## src/rtl/jrt_pkg.sv

```systemverilog
package jrt_pkg;

    localparam int DATA_W = 32;
    localparam int REG_AW = 4;

    typedef enum logic [REG_AW-1:0] {
        A_IN_SIZE  = 4'd0,
        A_OUT_SIZE = 4'd1,
        A_IN_ADD   = 4'd2,
        A_OUT_RMV  = 4'd3,
        A_IN_RIDX  = 4'd4,
        A_OUT_WIDX = 4'd5,
        A_STATUS   = 4'd6,
        A_CONFIG   = 4'd7,
        A_COMMAND  = 4'd8
    } reg_addr_e;

    typedef enum logic [1:0] {
        HALT_NONE = 2'd0,
        HALT_RUN  = 2'd1,
        HALT_DONE = 2'd2
    } halt_e;

    typedef enum logic [3:0] {
        ERR_NONE       = 4'd0,
        ERR_REMOVE_OVF = 4'd8,
        ERR_ADD_OVF    = 4'd9
    } err_e;

    typedef struct packed {
        err_e  etype;
        halt_e halt;
        logic  err;
        logic  int_pend;
    } status_t;

    // status word: type in 11..8, halt in 3..2, error in 1, interrupt in 0
    function automatic logic [DATA_W-1:0] pack_status(status_t s);
        return {20'd0, s.etype, 4'd0, s.halt, s.err, s.int_pend};
    endfunction

endpackage

```

## src/rtl/jrt_ring_side.sv

```systemverilog
module jrt_ring_side #(
    parameter int IDX_W    = 10,
    parameter int DATA_W   = 32,
    parameter bit SW_FILLS = 1'b1
) (
    input  logic              clk,
    input  logic              rst,
    input  logic              clr,
    input  logic [IDX_W-1:0]  size,
    input  logic              eng_evt,
    input  logic              sw_wr,
    input  logic [DATA_W-1:0] sw_cnt,
    output logic [IDX_W-1:0]  occ,
    output logic [IDX_W-1:0]  free,
    output logic [IDX_W-1:0]  idx,
    output logic              sw_reject
);
    localparam int PAD_W = DATA_W - IDX_W;
    localparam logic [IDX_W-1:0] ONE = IDX_W'(1);

    logic [IDX_W-1:0] occ_q, idx_q, occ_d, idx_d;
    logic [IDX_W-1:0] sw_limit, inc, dec, step_n;
    logic             eng_ok, sw_ok;

    assign free      = (occ_q >= size) ? '0 : size - occ_q;
    assign step_n    = sw_cnt[IDX_W-1:0];
    assign sw_reject = sw_wr && (sw_cnt > {{PAD_W{1'b0}}, sw_limit});
    assign sw_ok     = sw_wr && !sw_reject;

    generate
        if (SW_FILLS) begin : g_fill
            // software adds occupancy, engine drains it
            assign sw_limit = free;
            assign eng_ok   = eng_evt && (occ_q != '0);
            assign inc      = sw_ok  ? step_n : '0;
            assign dec      = eng_ok ? ONE    : '0;
        end else begin : g_drain
            // engine adds occupancy, software drains it
            assign sw_limit = occ_q;
            assign eng_ok   = eng_evt && (free != '0);
            assign inc      = eng_ok ? ONE    : '0;
            assign dec      = sw_ok  ? step_n : '0;
        end
    endgenerate

    assign occ_d = occ_q + inc - dec;
    assign idx_d = (idx_q >= size - ONE) ? '0 : idx_q + ONE;

    always_ff @(posedge clk) begin
        if (rst || clr) begin
            occ_q <= '0;
            idx_q <= '0;
        end else begin
            occ_q <= occ_d;
            if (eng_ok) idx_q <= idx_d;
        end
    end

    assign occ = occ_q;
    assign idx = idx_q;


    ring_clear_chk: assert property (@(posedge clk) disable iff (rst)
        clr |=> (occ == '0 && idx == '0));


    idx_hold_chk: assert property (@(posedge clk) disable iff (rst)
        (!eng_evt && !clr) |=> $stable(idx));


    reject_hold_chk: assert property (@(posedge clk) disable iff (rst)
        (sw_reject && !eng_evt && !clr) |=> $stable(occ));

endmodule

```

## src/rtl/jrt_reset_seq.sv

```systemverilog
module jrt_reset_seq
    import jrt_pkg::*;
#(
    parameter int RST_CYCLES = 4
) (
    input  logic  clk,
    input  logic  rst,
    input  logic  start,
    output logic  busy,
    output halt_e halt
);
    localparam int CNT_W = $clog2(RST_CYCLES + 1);
    localparam logic [CNT_W-1:0] CNT_INIT = CNT_W'(RST_CYCLES);
    localparam logic [CNT_W-1:0] CNT_LAST = CNT_W'(1);

    logic [CNT_W-1:0] cnt_q;
    halt_e            halt_q;

    always_ff @(posedge clk) begin
        if (rst) begin
            cnt_q  <= '0;
            halt_q <= HALT_NONE;
        end else if (start && cnt_q == '0) begin
            cnt_q  <= CNT_INIT;
            halt_q <= HALT_RUN;
        end else if (cnt_q != '0) begin
            cnt_q <= cnt_q - CNT_LAST;
            if (cnt_q == CNT_LAST) halt_q <= HALT_DONE;
        end
    end

    assign busy = (cnt_q != '0);
    assign halt = halt_q;


    halt_run_chk: assert property (@(posedge clk) disable iff (rst)
        busy |-> halt == HALT_RUN);


    halt_done_chk: assert property (@(posedge clk) disable iff (rst)
        $fell(busy) |-> halt == HALT_DONE);

endmodule

```

## src/rtl/jrt_irq_status.sv

```systemverilog
module jrt_irq_status
    import jrt_pkg::*;
(
    input  logic       clk,
    input  logic       rst,
    input  logic       clr,
    input  logic       add_rej,
    input  logic       rmv_rej,
    input  logic       out_pending,
    input  logic       mask,
    input  logic       w1c_wr,
    input  logic [1:0] w1c_data,
    output logic       int_pend,
    output logic       err,
    output err_e       etype
);
    logic int_q, err_q, int_cond;
    err_e etype_q;

    assign int_cond = out_pending && !mask;

    always_ff @(posedge clk) begin
        if (rst || clr) begin
            int_q   <= 1'b0;
            err_q   <= 1'b0;
            etype_q <= ERR_NONE;
        end else begin
            if (int_cond)                    int_q <= 1'b1;
            else if (w1c_wr && w1c_data[0])  int_q <= 1'b0;

            if (add_rej) begin
                err_q   <= 1'b1;
                etype_q <= ERR_ADD_OVF;
            end else if (rmv_rej) begin
                err_q   <= 1'b1;
                etype_q <= ERR_REMOVE_OVF;
            end else if (w1c_wr && w1c_data[1]) begin
                err_q   <= 1'b0;
                etype_q <= ERR_NONE;
            end
        end
    end

    assign int_pend = int_q;
    assign err      = err_q;
    assign etype    = etype_q;


    int_w1c_chk: assert property (@(posedge clk) disable iff (rst)
        (w1c_wr && w1c_data[0] && !int_cond && !clr) |=> !int_pend);


    add_err_chk: assert property (@(posedge clk) disable iff (rst)
        (add_rej && !clr) |=> (err && etype == ERR_ADD_OVF));


    rmv_err_chk: assert property (@(posedge clk) disable iff (rst)
        (rmv_rej && !add_rej && !clr) |=> (err && etype == ERR_REMOVE_OVF));

endmodule

```

## src/rtl/jring_occ_tracker.sv

```systemverilog
module jring_occ_tracker
    import jrt_pkg::*;
#(
    parameter int IDX_W      = 10,
    parameter int RST_CYCLES = 4
) (
    input  logic              clk,
    input  logic              rst,
    input  logic              wr_en,
    input  logic [REG_AW-1:0] wr_addr,
    input  logic [DATA_W-1:0] wr_data,
    input  logic [REG_AW-1:0] rd_addr,
    output logic [DATA_W-1:0] rd_data,
    input  logic              eng_consume,
    input  logic              eng_produce,
    output logic              irq_o
);
    localparam int PAD_W = DATA_W - IDX_W;

    logic [IDX_W-1:0] in_size_q, out_size_q;
    logic             mask_q;
    logic             busy;
    halt_e            halt;

    logic wr_in_size, wr_out_size, wr_add, wr_rmv, wr_stat, wr_cfg, wr_cmd;

    assign wr_in_size  = wr_en && (wr_addr == A_IN_SIZE);
    assign wr_out_size = wr_en && (wr_addr == A_OUT_SIZE);
    assign wr_add      = wr_en && (wr_addr == A_IN_ADD)  && !busy;
    assign wr_rmv      = wr_en && (wr_addr == A_OUT_RMV) && !busy;
    assign wr_stat     = wr_en && (wr_addr == A_STATUS);
    assign wr_cfg      = wr_en && (wr_addr == A_CONFIG);
    assign wr_cmd      = wr_en && (wr_addr == A_COMMAND) && wr_data[0];

    always_ff @(posedge clk) begin
        if (rst) begin
            in_size_q  <= '0;
            out_size_q <= '0;
            mask_q     <= 1'b0;
        end else begin
            if (wr_in_size)  in_size_q  <= wr_data[IDX_W-1:0];
            if (wr_out_size) out_size_q <= wr_data[IDX_W-1:0];
            if (wr_cfg)      mask_q     <= wr_data[0];
        end
    end

    jrt_reset_seq #(.RST_CYCLES(RST_CYCLES)) u_rseq (
        .clk   (clk),
        .rst   (rst),
        .start (wr_cmd),
        .busy  (busy),
        .halt  (halt)
    );

    logic [IDX_W-1:0] in_occ, in_free, in_ridx;
    logic [IDX_W-1:0] out_occ, out_free, out_widx;
    logic             add_rej, rmv_rej;

    jrt_ring_side #(.IDX_W(IDX_W), .DATA_W(DATA_W), .SW_FILLS(1'b1)) u_in_ring (
        .clk       (clk),
        .rst       (rst),
        .clr       (busy),
        .size      (in_size_q),
        .eng_evt   (eng_consume && !busy),
        .sw_wr     (wr_add),
        .sw_cnt    (wr_data),
        .occ       (in_occ),
        .free      (in_free),
        .idx       (in_ridx),
        .sw_reject (add_rej)
    );

    jrt_ring_side #(.IDX_W(IDX_W), .DATA_W(DATA_W), .SW_FILLS(1'b0)) u_out_ring (
        .clk       (clk),
        .rst       (rst),
        .clr       (busy),
        .size      (out_size_q),
        .eng_evt   (eng_produce && !busy),
        .sw_wr     (wr_rmv),
        .sw_cnt    (wr_data),
        .occ       (out_occ),
        .free      (out_free),
        .idx       (out_widx),
        .sw_reject (rmv_rej)
    );

    logic int_pend, err;
    err_e etype;

    jrt_irq_status u_stat (
        .clk         (clk),
        .rst         (rst),
        .clr         (busy),
        .add_rej     (add_rej),
        .rmv_rej     (rmv_rej),
        .out_pending (out_occ != '0),
        .mask        (mask_q),
        .w1c_wr      (wr_stat),
        .w1c_data    (wr_data[1:0]),
        .int_pend    (int_pend),
        .err         (err),
        .etype       (etype)
    );

    status_t stat;
    assign stat = '{etype: etype, halt: halt, err: err, int_pend: int_pend};

    always_comb begin
        rd_data = '0;
        case (rd_addr)
            A_IN_SIZE:  rd_data = {{PAD_W{1'b0}}, in_size_q};
            A_OUT_SIZE: rd_data = {{PAD_W{1'b0}}, out_size_q};
            A_IN_ADD:   rd_data = {{PAD_W{1'b0}}, in_free};
            A_OUT_RMV:  rd_data = {{PAD_W{1'b0}}, out_occ};
            A_IN_RIDX:  rd_data = {{PAD_W{1'b0}}, in_ridx};
            A_OUT_WIDX: rd_data = {{PAD_W{1'b0}}, out_widx};
            A_STATUS:   rd_data = pack_status(stat);
            A_CONFIG:   rd_data = {{(DATA_W-1){1'b0}}, mask_q};
            default:    rd_data = '0;
        endcase
    end

    assign irq_o = int_pend | err;


    int_src_chk: assert property (@(posedge clk) disable iff (rst)
        $rose(int_pend) |-> $past(out_occ != '0 && !mask_q));


    out_bound_chk: assert property (@(posedge clk) disable iff (rst)
        (out_free == '0 && eng_produce && !wr_rmv) |=> $stable(out_occ));

endmodule

```

## config.mk

```make
export PLATFORM = sky130hd
export DESIGN_NAME = jring_occ_tracker
export DESIGN_NICKNAME = d
export VERILOG_FILES = /design/src/rtl/jrt_pkg.sv /design/src/rtl/jrt_ring_side.sv /design/src/rtl/jrt_reset_seq.sv /design/src/rtl/jrt_irq_status.sv /design/src/rtl/jring_occ_tracker.sv
export SDC_FILE = /design/constraint.sdc
export NUM_CORES = 1
export LEC_CHECK = 0
export ABC_AREA = 1
export BUFFER_PORTS_ARGS = -buffer_cell sky130_fd_sc_hd__buf_2
export CORE_ASPECT_RATIO = 1.5
export CORE_MARGIN = 10
export CORE_UTILIZATION = 61
export CTS_BUF_LIST = sky130_fd_sc_hd__clkbuf_16
export DETAILED_ROUTE_END_ITERATION = 8
export GPL_ROUTABILITY_DRIVEN = 0
export PLACE_DENSITY_LB_ADDON = 0.12
export SLEW_MARGIN = 30
export SYNTH_ARGS = -nofsm -noshare
export SYNTH_HDL_FRONTEND = slang
export SYNTH_SLANG_ARGS = --single-unit
```

## constraint.sdc

```tcl
create_clock -name clk -period 6.3 [get_ports clk]
set_input_delay 1.26 -clock clk [delete_from_list [all_inputs] [get_ports clk]]
set_output_delay 1.26 -clock clk [all_outputs]
set_load 0.005 [all_outputs]
```

==> impl_metrics.toml <==
[timing]
finClkSkew_ns = 0.007252
fin_crit_ns = 4.933
worstMarginPinSlew_ns = 0.9551
hold_viol_final = 0
max_slew_margin_pct = 35.93
setup_viol = 0
fmax_mhz = 202.7
final-max-slew-violation-count = 0
tns_ns = 0
rsz0062_at_grt = "no"
finalCritPeriodShare_pct = 78.30

[finish]
register_area_um2 = 1381
num_antenna_cells = 0
layout_common_cells = "nand2_1 (185), inv_1 (166), nor2_1 (105)"
n_fill_cell = 1073
design_area_um2 = 7401
fin_nets = 1231
final_common_cell = "nand2_1"
syn_to_final_growth_pct = 8.413
multi_input_area_um2 = 4672
drive_gt1_share_pct = 7.209

[worst_setup_path]
worstReg2RegEnd = "u_in_ring.occ[8]"
cp.arrival_ns = 5.17
critical_path_class = "reg -> reg"
path_max_fanout = 9
r2r_cells = 38
worst-r2r-setup-slack_ns = 1.37
r2r-start = "in_size_q[0]"
end_kind = "flop"
cp_common_cell = "nand2_1"
required_ns = 6.54
crit_end = "u_in_ring.occ[8]"
cp_slowest_cell = "ha_1"
crit_path_max_incr_delay_ns = 0.34
cp-start-kind = "flop"
startpoint = "in_size_q[0]"

[global_route]
grt_pass1_wl_mm = 31.75
grt_pass1_vias = 6621
grt_max_degree = 25
grt_use_total_pct = 24.71
antenna_found_initial = 0
grt_overflow_total = 0

[die]
die_area_um2 = 15910
io_pins = 78
placementRows = 47
coreArea_um2 = 11000
die_w_um = 106.4
die_height_um = 149.6
initial_core_util_pct = 62.08

[placement]
portBuffers = 56
dpl.hpwl_mm = 16.20
dpl-instance-area_um2 = 7156

[clock_tree]
cts_tree = "yes"
clk_path_buf_depth = 2
cts_root_buf = "clkbuf_16"
path_clk_slew_ns = 0.06
clock_latency_ns = 0.34
cts.sinks = 69
post_cts_buffers = 0
ctsHoldBuffers = 0
ctsResizeCount = 0
htreeDepth = 3
cts_made_buffers = 9

[pwr]
internal_power_w = 0.001218
p_leak_nw = 3.602
switchingPower_w = 0.001109
powerDensity_nw_per_um2 = 314.4
clkPwrFrac_pct = 19.1
seqPwrFrac_pct = 22.6
comb_power_share_pct = 58.2
irDropWorstVdd_uv = 270.7
switching_share_pct = 47.65

[synthesis]
syn_inst = 1024
avgSynthCellArea_um2 = 6.667
synth_edf_count = 0
netlist_area_um2 = 6827
ys_warn_count = 0
yosysSeqAreaShare_pct = 20.23
ys.flop_type = "dfxtp_1"
yosysUniqueCellTypes = 46
async_reset_ff_share_pct = 0
ys_seq_elements = 69

[route]
routed_wl_mm = 20.00
drc = 0
first_iter_violations = 502
routedWlPerCell_um = 16.27
vias = 6852
drt_pass1_iterations = 7
postRouteAntennaNets = 0
vias_per_cell = 5.575

[job]
cap_violations = 0

[min_path]
min_path_type = "reg -> reg"

[run_status]
outcome = "finished clean"
## power by group through the flow
| stage | clock, W | sequential, W | combinational [W] |
|---|---|---|---|
| 4_1_cts | 0.000446 | 0.000524 | 0.00134 |
| 5_1_grt | 0.000463 | 0.000531 | 0.00153 |
| 3_3_place_gp | 0 | 0.000533 | 0.00131 |
| 3_5_place_dp | 0 | 0.000533 | 0.00134 |
| 2_1_floorplan | 0 | 0.000524 | 0.00104 |
| 6_report | 0.000446 | 0.000526 | 0.00136 |
## worst min path at each step
stage                    start         endpoint  slack (ns)  cells past startpoint
2_1_floorplan   u_rseq.halt[1]   u_rseq.halt[1]        0.43                      2
3_3_place_gp   u_rseq.cnt_q[1]  u_rseq.cnt_q[1]        0.45                      2
3_5_place_dp   u_rseq.cnt_q[1]  u_rseq.cnt_q[1]        0.46                      2
4_1_cts        u_rseq.cnt_q[1]  u_rseq.cnt_q[1]        0.47                      2
5_1_grt        u_stat.int_pend  u_stat.int_pend        0.49                      2
6_report       u_rseq.cnt_q[1]  u_rseq.cnt_q[1]        0.46                      2
## cells in the mapped netlist (2+ instances only)
cell type / instances / area (um2)
fa_1: 4 / 80.08
a21oi_1: 95 / 475.5
o21ai_1: 7 / 35.03
o21ai_0: 48 / 240.2
buf_4: 23 / 172.7
nand3_1: 59 / 295.3
nand4_1: 20 / 125.1
nor2_1: 105 / 394.1
or2_2: 2 / 12.51
xor2_1: 37 / 324.1
ha_1: 103 / 1289
a21o_1: 4 / 30.03
a2111oi_0: 5 / 43.79
o21ai_2: 2 / 17.52
nor4_1: 3 / 18.77
a31oi_1: 2 / 12.51
o22ai_1: 16 / 100.1
o21a_1: 4 / 30.03
dfxtp_1: 69 / 1381
nand2_1: 185 / 694.4
a211oi_1: 5 / 37.54
inv_1: 167 / 626.9
xnor2_1: 6 / 52.55
o21bai_1: 4 / 30.03
clkbuf_1: 9 / 33.78
o211ai_1: 2 / 15.01
nor3b_1: 2 / 15.01
o2111ai_1: 2 / 17.52
nor3_1: 17 / 85.08
## stage by stage
step	hold slack [ns]	worst slack, ns	util (%)	std cells	total power [W]
3_3_place_gp	0.4479	1.558	65.07	1215	0.001844
4_1_cts	0.4652	1.387	67.30	1229	0.002314
6_report	0.4616	1.367	67.30	1229	0.002327
5_1_grt	0.4888	0.6284	67.30	1229	0.002522
3_5_place_dp	0.4572	1.420	65.07	1215	0.001869
2_1_floorplan	0.4311	1.932	-	1044	0.001564
## critical path, delay by kind of cell (launching register included)
family                     cells  cell delay, ns
adders and majority gates      5            1.34
AOI/OAI and AO/OA              7            1.10
and+or+nand+nor               19            1.43
DFF                            1            0.30
buffers and inverters          7            0.67
## final cells by class
cell class,instances,share of cell area [%]
multi-input cells,774,63.13
inverters,168,8.521
well taps,147,2.485
flip-flops and latches,69,18.66
clock inverters,5,0.2705
clock buffers,9,3.043
repair buffers,57,3.888
## cell families after synthesis
logic type,synth area share (%)
other,0.05493
multiplexers,0.1466
adder cells (fa/ha/maj),20.05
AND/OR/NAND/NOR,24.76
AO/OA/AOI/OAI,16.81
flip-flops,20.23
XOR/XNOR,5.517
buffers and inverters,12.43
## sequential cells by signal, indices dropped and copies added, names as in the netlist, 2 cells and up
register and flops:
u_out_ring.occ 10, u_rseq.cnt_q 3, in_size_q 10, u_in_ring.occ 10
u_rseq.halt 2, u_out_ring.idx 10, out_size_q 10, u_in_ring.idx 10
u_stat.etype 2
## layer usage
layer / part of all wire, % / vias up / global-route usage (%)
li1: - / 3467 / -
met1: 40 / 3045 / 26.95
met2: 48 / 275 / 43.73
met3: 6.2 / 65 / 4.907
met4: 5.0 / 0 / 13.52
met5: 0 / - / 0
Note: power is estimated with default switching activity, not from simulation.
